`config.mk`:
```
export PLATFORM = sky130hd
export DESIGN_NAME = sectime_core
export DESIGN_NICKNAME = d
export VERILOG_FILES = /design/src/rtl/sectime_pkg.sv /design/src/rtl/sectime_regs.sv /design/src/rtl/sectime_count.sv /design/src/rtl/sectime_alarm.sv /design/src/rtl/sectime_core.sv
export SDC_FILE = /design/constraint.sdc
export NUM_CORES = 1
export LEC_CHECK = 0
export ABC_AREA = 1
export BUFFER_PORTS_ARGS = -buffer_cell sky130_fd_sc_hd__buf_4
export CAP_MARGIN = 20
export CELL_PAD_IN_SITES_DETAIL_PLACEMENT = 1
export CELL_PAD_IN_SITES_GLOBAL_PLACEMENT = 2
export CORE_UTILIZATION = 30
export CTS_CLUSTER_SIZE = 25
export DETAILED_ROUTE_END_ITERATION = 8
export GPL_TIMING_DRIVEN = 0
export PLACE_DENSITY = 0.86
export SKIP_LAST_GASP = 1
export SLEW_MARGIN = 20
export SYNTH_ARGS = -nofsm -noshare
export SYNTH_HDL_FRONTEND = slang
export SYNTH_SLANG_ARGS = --single-unit
```
`constraint.sdc`:
```
create_clock -name clk -period 2.75 [get_ports clk]
set_input_delay 0.275 -clock clk [delete_from_list [all_inputs] [get_ports clk]]
set_output_delay 0.275 -clock clk [all_outputs]
set_load 0.01 [all_outputs]
```
`src/rtl/sectime_pkg.sv`:
```
// Shared constants for the seconds counter: register offsets and event bit positions.
// Assumes byte offsets that fit in 8 bits.
package sectime_pkg;
    localparam logic [7:0] OFS_SET_WR = 8'h00;
    localparam logic [7:0] OFS_SET_RB = 8'h04;
    localparam logic [7:0] OFS_NOW    = 8'h10;
    localparam logic [7:0] OFS_SUB    = 8'h14;
    localparam logic [7:0] OFS_ALM    = 8'h18;
    localparam int EVT_SEC = 0;
    localparam int EVT_ALM = 1;
    localparam int EVT_N   = 2;
endpackage

```
`src/rtl/sectime_regs.sv`:
```
// Register window: holds the set-time value and the alarm value, and decodes writes and reads.
// Assumes TW >= SW and that reads are combinational from the address.
module sectime_regs
    import sectime_pkg::*;
#(
    parameter int AW = 8,
    parameter int TW = 32,
    parameter int SW = 16
) (
    input  logic          clk,
    input  logic          rst_n,
    input  logic          bus_wr,
    input  logic [AW-1:0] bus_addr,
    input  logic [TW-1:0] bus_wdata,
    input  logic [TW-1:0] cur,
    input  logic [SW-1:0] sub_tick,
    output logic          set_stb,
    output logic [TW-1:0] set_val,
    output logic [TW-1:0] alarm_q,
    output logic [TW-1:0] bus_rdata
);
    logic hit_set, hit_alm;

    // Decode the writable offsets.
    always_comb begin
        hit_set = (bus_addr == AW'(OFS_SET_WR));
        hit_alm = (bus_addr == AW'(OFS_ALM));
        set_stb = bus_wr && hit_set;
    end

    // Capture the set-time value; it stays readable after the load.
    always_ff @(posedge clk) begin
        if (!rst_n)       set_val <= '0;
        else if (set_stb) set_val <= bus_wdata;
    end

    // Capture the alarm value.
    always_ff @(posedge clk) begin
        if (!rst_n)                 alarm_q <= '0;
        else if (bus_wr && hit_alm) alarm_q <= bus_wdata;
    end

    // Read multiplexer; unmapped offsets return zero.
    always_comb begin
        bus_rdata = '0;
        if (bus_addr == AW'(OFS_SET_RB))   bus_rdata = set_val;
        else if (bus_addr == AW'(OFS_NOW)) bus_rdata = cur;
        else if (bus_addr == AW'(OFS_SUB)) bus_rdata = TW'(sub_tick);
        else if (hit_alm)                  bus_rdata = alarm_q;
    end

    // no writable register moves unless its own offset is written.
    p_alarm_hold_r11: assert property (@(posedge clk) disable iff (!rst_n)
        !(bus_wr && hit_alm) |=> $stable(alarm_q));
    // the readback value changes only through a set-time write.
    p_rb_hold_r4: assert property (@(posedge clk) disable iff (!rst_n)
        !set_stb |=> $stable(set_val));
endmodule

```
`src/rtl/sectime_count.sv`:
```
// Seconds count: loads a pending set-time value at a strobe, otherwise increments.
// Assumes sec_tick is a one-cycle strobe. A write that coincides with a strobe stays pending.
module sectime_count #(
    parameter int TW = 32
) (
    input  logic          clk,
    input  logic          rst_n,
    input  logic          sec_tick,
    input  logic          set_stb,
    input  logic [TW-1:0] set_val,
    output logic [TW-1:0] cur,
    output logic [TW-1:0] cur_nxt
);
    logic pend;

    // Value the count takes at the coming strobe.
    always_comb cur_nxt = pend ? set_val : cur + TW'(1);

    // Pending flag: set by a write, cleared by the strobe that consumes it.
    always_ff @(posedge clk) begin
        if (!rst_n)        pend <= 1'b0;
        else if (set_stb)  pend <= 1'b1;
        else if (sec_tick) pend <= 1'b0;
    end

    // Running count advances only at a strobe.
    always_ff @(posedge clk) begin
        if (!rst_n)        cur <= '0;
        else if (sec_tick) cur <= cur_nxt;
    end

    // the count holds between strobes.
    p_hold_r2: assert property (@(posedge clk) disable iff (!rst_n)
        !sec_tick |=> $stable(cur));
    // a pending value is loaded without an increment.
    p_load_r3: assert property (@(posedge clk) disable iff (!rst_n)
        (sec_tick && pend) |=> (cur == $past(set_val)));
    // without a pending value, the count steps by one.
    p_inc_r5: assert property (@(posedge clk) disable iff (!rst_n)
        (sec_tick && !pend) |=> (cur == $past(cur) + TW'(1)));
endmodule

```
`src/rtl/sectime_alarm.sv`:
```
// Event generator: second-boundary pulse and alarm-match pulse, both registered.
// Assumes cur_nxt is the value cur takes at the same strobe edge.
module sectime_alarm
    import sectime_pkg::*;
#(
    parameter int TW = 32
) (
    input  logic             clk,
    input  logic             rst_n,
    input  logic             sec_tick,
    input  logic [TW-1:0]    cur,
    input  logic [TW-1:0]    cur_nxt,
    input  logic [TW-1:0]    alarm_q,
    output logic [EVT_N-1:0] evt
);
    logic hit;

    // Match only when the strobe moves the count onto a nonzero alarm.
    always_comb hit = (cur_nxt == alarm_q) && (alarm_q != '0) && (cur_nxt != cur);

    // Register both events so they align with the new count.
    always_ff @(posedge clk) begin
        if (!rst_n) evt <= '0;
        else begin
            evt[EVT_SEC] <= sec_tick;
            evt[EVT_ALM] <= sec_tick && hit;
        end
    end

    // one pulse per strobe.
    p_sec_pulse_r6: assert property (@(posedge clk) disable iff (!rst_n)
        sec_tick |=> evt[EVT_SEC]);
    p_sec_quiet_r6: assert property (@(posedge clk) disable iff (!rst_n)
        !sec_tick |=> !evt[EVT_SEC]);
    // an alarm pulse comes with a second pulse and a matching count.
    p_alm_match_r7: assert property (@(posedge clk) disable iff (!rst_n)
        evt[EVT_ALM] |-> (evt[EVT_SEC] && cur == $past(alarm_q)));
    // a zero alarm never fires.
    p_alm_nonzero_r8: assert property (@(posedge clk) disable iff (!rst_n)
        evt[EVT_ALM] |-> ($past(alarm_q) != '0));
    // the count changed into the match.
    p_alm_changed_r9: assert property (@(posedge clk) disable iff (!rst_n)
        evt[EVT_ALM] |-> (cur != $past(cur)));
endmodule

```
`src/rtl/sectime_core.sv`:
```
// Top of the seconds counter: register window, count with deferred load, event generation.
// Assumes a one-cycle sec_tick from an external prescaler. Events go to an interrupt block.
module sectime_core
    import sectime_pkg::*;
#(
    parameter int AW = 8,
    parameter int TW = 32,
    parameter int SW = 16
) (
    input  logic             clk,
    input  logic             rst_n,
    input  logic             bus_wr,
    input  logic [AW-1:0]    bus_addr,
    input  logic [TW-1:0]    bus_wdata,
    output logic [TW-1:0]    bus_rdata,
    input  logic             sec_tick,
    input  logic [SW-1:0]    sub_tick,
    output logic [EVT_N-1:0] evt
);
    logic          set_stb;
    logic [TW-1:0] set_val, alarm_q, cur, cur_nxt;

    sectime_regs #(.AW(AW), .TW(TW), .SW(SW)) u_regs (
        .clk(clk), .rst_n(rst_n), .bus_wr(bus_wr), .bus_addr(bus_addr),
        .bus_wdata(bus_wdata), .cur(cur), .sub_tick(sub_tick),
        .set_stb(set_stb), .set_val(set_val), .alarm_q(alarm_q),
        .bus_rdata(bus_rdata)
    );

    sectime_count #(.TW(TW)) u_count (
        .clk(clk), .rst_n(rst_n), .sec_tick(sec_tick), .set_stb(set_stb),
        .set_val(set_val), .cur(cur), .cur_nxt(cur_nxt)
    );

    sectime_alarm #(.TW(TW)) u_alarm (
        .clk(clk), .rst_n(rst_n), .sec_tick(sec_tick), .cur(cur),
        .cur_nxt(cur_nxt), .alarm_q(alarm_q), .evt(evt)
    );
endmodule

```
==> impl_metrics.ini <==
[synthesis]
synth_compound_area_share_pct = 21.1
synthAdderAreaFrac_pct = 0.188
synth_seq_cells = 99
muxShareOfSynthArea_pct = 0
synth-xor-area-share_pct = 0.791
synth-simple-area-share_pct = 37.7
async_reset_ff_share_pct = 0
synth_ff_type = dfxtp_1
ys_warn_count = 0
syn-num-nets = 1172
synth_area_um2 = 6650
seq_area_frac_synth_pct = 29.8
synthCells = 1111
synth_top_family_by_area = simple AND/OR/NAND/NOR gates
avgSynthCellArea_um2 = 5.98
synth_edf_count = 0
synth_cell_types = 36

[die]
fp-row-count = 54
io_pins = 94
start_util_pct = 30.6
core_um2 = 21800
die_w_um = 151
die_area_um2 = 22800
die_h_um = 151

[setup_path]
critical_path_arrival_ns = 2.33
path_max_fanout = 10
cp-start-kind = input pin
timing.rr.start = u_count.cur[9]
required_ns = 2.48
rrSetupSlack_ns = 0.17
r2r-end = u_alarm.evt[1]
worstSetupPathType = in -> out
rr_worst_depth = 14
end_kind = primary output

[layout]
diodes = 0
final_util_pct = 36.8
multiInputGateArea_um2 = 4000
final.fill_count = 2945
final_nets = 1275
stdcell_area_um2 = 8020
register_area_um2 = 1980
area_delta_synth_final_pct = 20.6
drive_gt1_share_pct = 13.5

[sta]
tightestPinTransition_ns = 0.746
fmax_mhz = 384
period_share_pct = 94.7
setup_violations = 0
whs_ns = 0.181
finalClockSkew_ns = 0.0118
slew_violations = 0
min_period_ns = 2.61
rsz0062_at_grt = true
max_slew_margin_pct = 50.3
hold_viol_final = 0

[global_routing]
grt_overflow_total = 0
antenna_found_initial = 0
grt_pass1_vias = 7513
grt_max_degree = 17
grt_usage_pct = 27.7
grt_pass1_wl_mm = 45.8

[clocking]
clock_latency_ns = 0.36
clkTransAtPathRegs_ns = 0.07
numCtsBuffers = 9
cts_tree = built
h-tree-depth = 3
post-cts-setup-buffers = 0
cts_root_buf = clkbuf_16
clock-sinks = 99
clockBufferDepth = 2
postCtsHoldBufs = 0

[power]
p_leak_nw = 3.35
powerDensity_nw_per_um2 = 404
vdd_drop_max_mv = 0.311

[drt]
wl_per_cell_um = 20.5
firstDrtPassIters = 5
viasPerCell = 5.28
drc = 0
via_count = 7920
ant_nets = 0
drt_iter0_drc = 720
routed_wl_mm = 30.7

[min_path]
min_path_type = in -> reg
worstHoldStart = bus_wdata[18]
holdPathStages = 3
whs_endpoint = u_regs.set_val[18]

[placed_design]
placed_cell_area_um2 = 7700
gp_congestion = 0.926
port_buffers = 93
dp_hpwl_mm = 25.2

[outcome]
outcome = finished, final reports clean

[job]
timing.max_cap.violations = 0
[worst max-delay path, cell delays in order]
cell,delay (ns)
buf_4,0.11
nor2_1,0.09
inv_1,0.08
nor3_4,0.33
nand2_1,0.36
clkinv_1,0.28
clkbuf_2,0.33
a21oi_1,0.08
a22oi_1,0.21
buf_4,0.17
[flip-flops by register name, indices dropped and copies added, names as in the netlist]
signal / flops
u_count.pend: 1
u_regs.alarm_q: 32
u_alarm.evt: 2
u_count.cur: 32
u_regs.set_val: 32
[report_power, final]
group	total, mW	switching, mW	internal (mW)
Combinational	0.390	0.247	0.143
Sequential	1.50	0.0427	1.46
Clock	1.35	0.638	0.714
[routing by layer]
| layer | wire, um | track usage [%] | vias up |
|---|---|---|---|
| li1 | - | - | 3862 |
| met1 | 15400 | 41.6 | 3765 |
| met2 | 12600 | 39.4 | 250 |
| met3 | 1770 | 3.37 | 43 |
| met4 | 981 | 10.8 | 0 |
| met5 | 0 | 0 | - |
[layout by cell type, fill, tap and decap left out, types with 2 or more instances in the layout]
cell       Yosys  routed
clkinv_1       2       2
o211ai_1       4       4
nor3_1         2       2
buf_4          2      95
clkbuf_2       1       3
clkbuf_1      38      38
a31oi_1        2       2
nand3b_1       2       2
o21ai_0      130     130
nor2_4         7       8
dfxtp_1       99      97
nor2_2         4       5
inv_6          0       2
dfxtp_2        0       2
nand3_1      132     132
o21ai_1        4       4
nand2_1      299     296
nor2_1        84      82
clkbuf_16      0       9
nand2_4        2       2
a211oi_1       5       5
nand3_2       10      10
o221ai_1      16      16
nand2_2       11      14
nand4_1        5       5
buf_2          5       5
inv_1        127     127
or2_2          2       2
a21oi_1      101     101
xor2_1         6       6
[cell type report]
type / count / share of cell area [%]
Multi-Input combinational cell: 834 / 49.9
Sequential cell: 99 / 24.8
Timing Repair Buffer: 93 / 8.71
Inverter: 130 / 6.09
Tap cell: 280 / 4.37
Clock buffer: 11 / 2.90
Buffer: 47 / 2.51
Clock inverter: 5 / 0.749
[cell families after synthesis]
logic type / count (synthesis)
DFF: 99
adders and majority gates: 1
AOI/OAI and AO/OA: 263
buffers and inverters: 178
xor gates and xnor gates: 6
and+or+nand+nor: 564
[repair_timing]
item / 4_1_cts / 5_1_grt
pin swaps: 0 / 1
endpoints found under the hold margin: 0 / 0
resized for setup: 3 / 9
setup endpoints to repair: 29 / 27
cloned: 0 / 0
[synth_stat cells (5+ instances only)]
cell	instances	area, um^2
a211oi_1	5	37.5
a21oi_1	101	505
buf_2	5	25.0
clkbuf_1	38	143
dfxtp_1	99	1980
inv_1	127	477
nand2_1	299	1120
nand2_2	11	68.8
nand3_1	132	661
nand3_2	10	100
nand4_1	5	31.3
nor2_1	84	315
nor2_4	7	78.8
o21ai_0	130	651
o221ai_1	16	140
xor2_1	6	52.6
[worst max path at each step]
stage                   startpoint        endpoint  slack (ns)
finish                 bus_addr[1]    bus_rdata[9]        0.14
global route           bus_addr[7]    bus_rdata[9]      -0.002
CTS                    bus_addr[1]    bus_rdata[9]       -0.02
detailed placement     bus_addr[1]   bus_rdata[12]       -0.25
global placement       bus_addr[1]    bus_rdata[9]       -0.27
floorplan           u_count.cur[1]  u_alarm.evt[1]        0.80
[per-stage QoR]
step	power (mW)	cells	TNS, ns	setup WS [ns]
detailed placement	1.91	1484	-4.33	-0.247
finish	3.24	1499	0	0.145
CTS	3.25	1500	-0.0230	-0.0230
global route	3.35	1499	-0.00174	-0.00174
global placement	1.91	1484	-3.86	-0.269
floorplan	1.72	1111	0	0.802
Power figures use the tool's default switching activity.
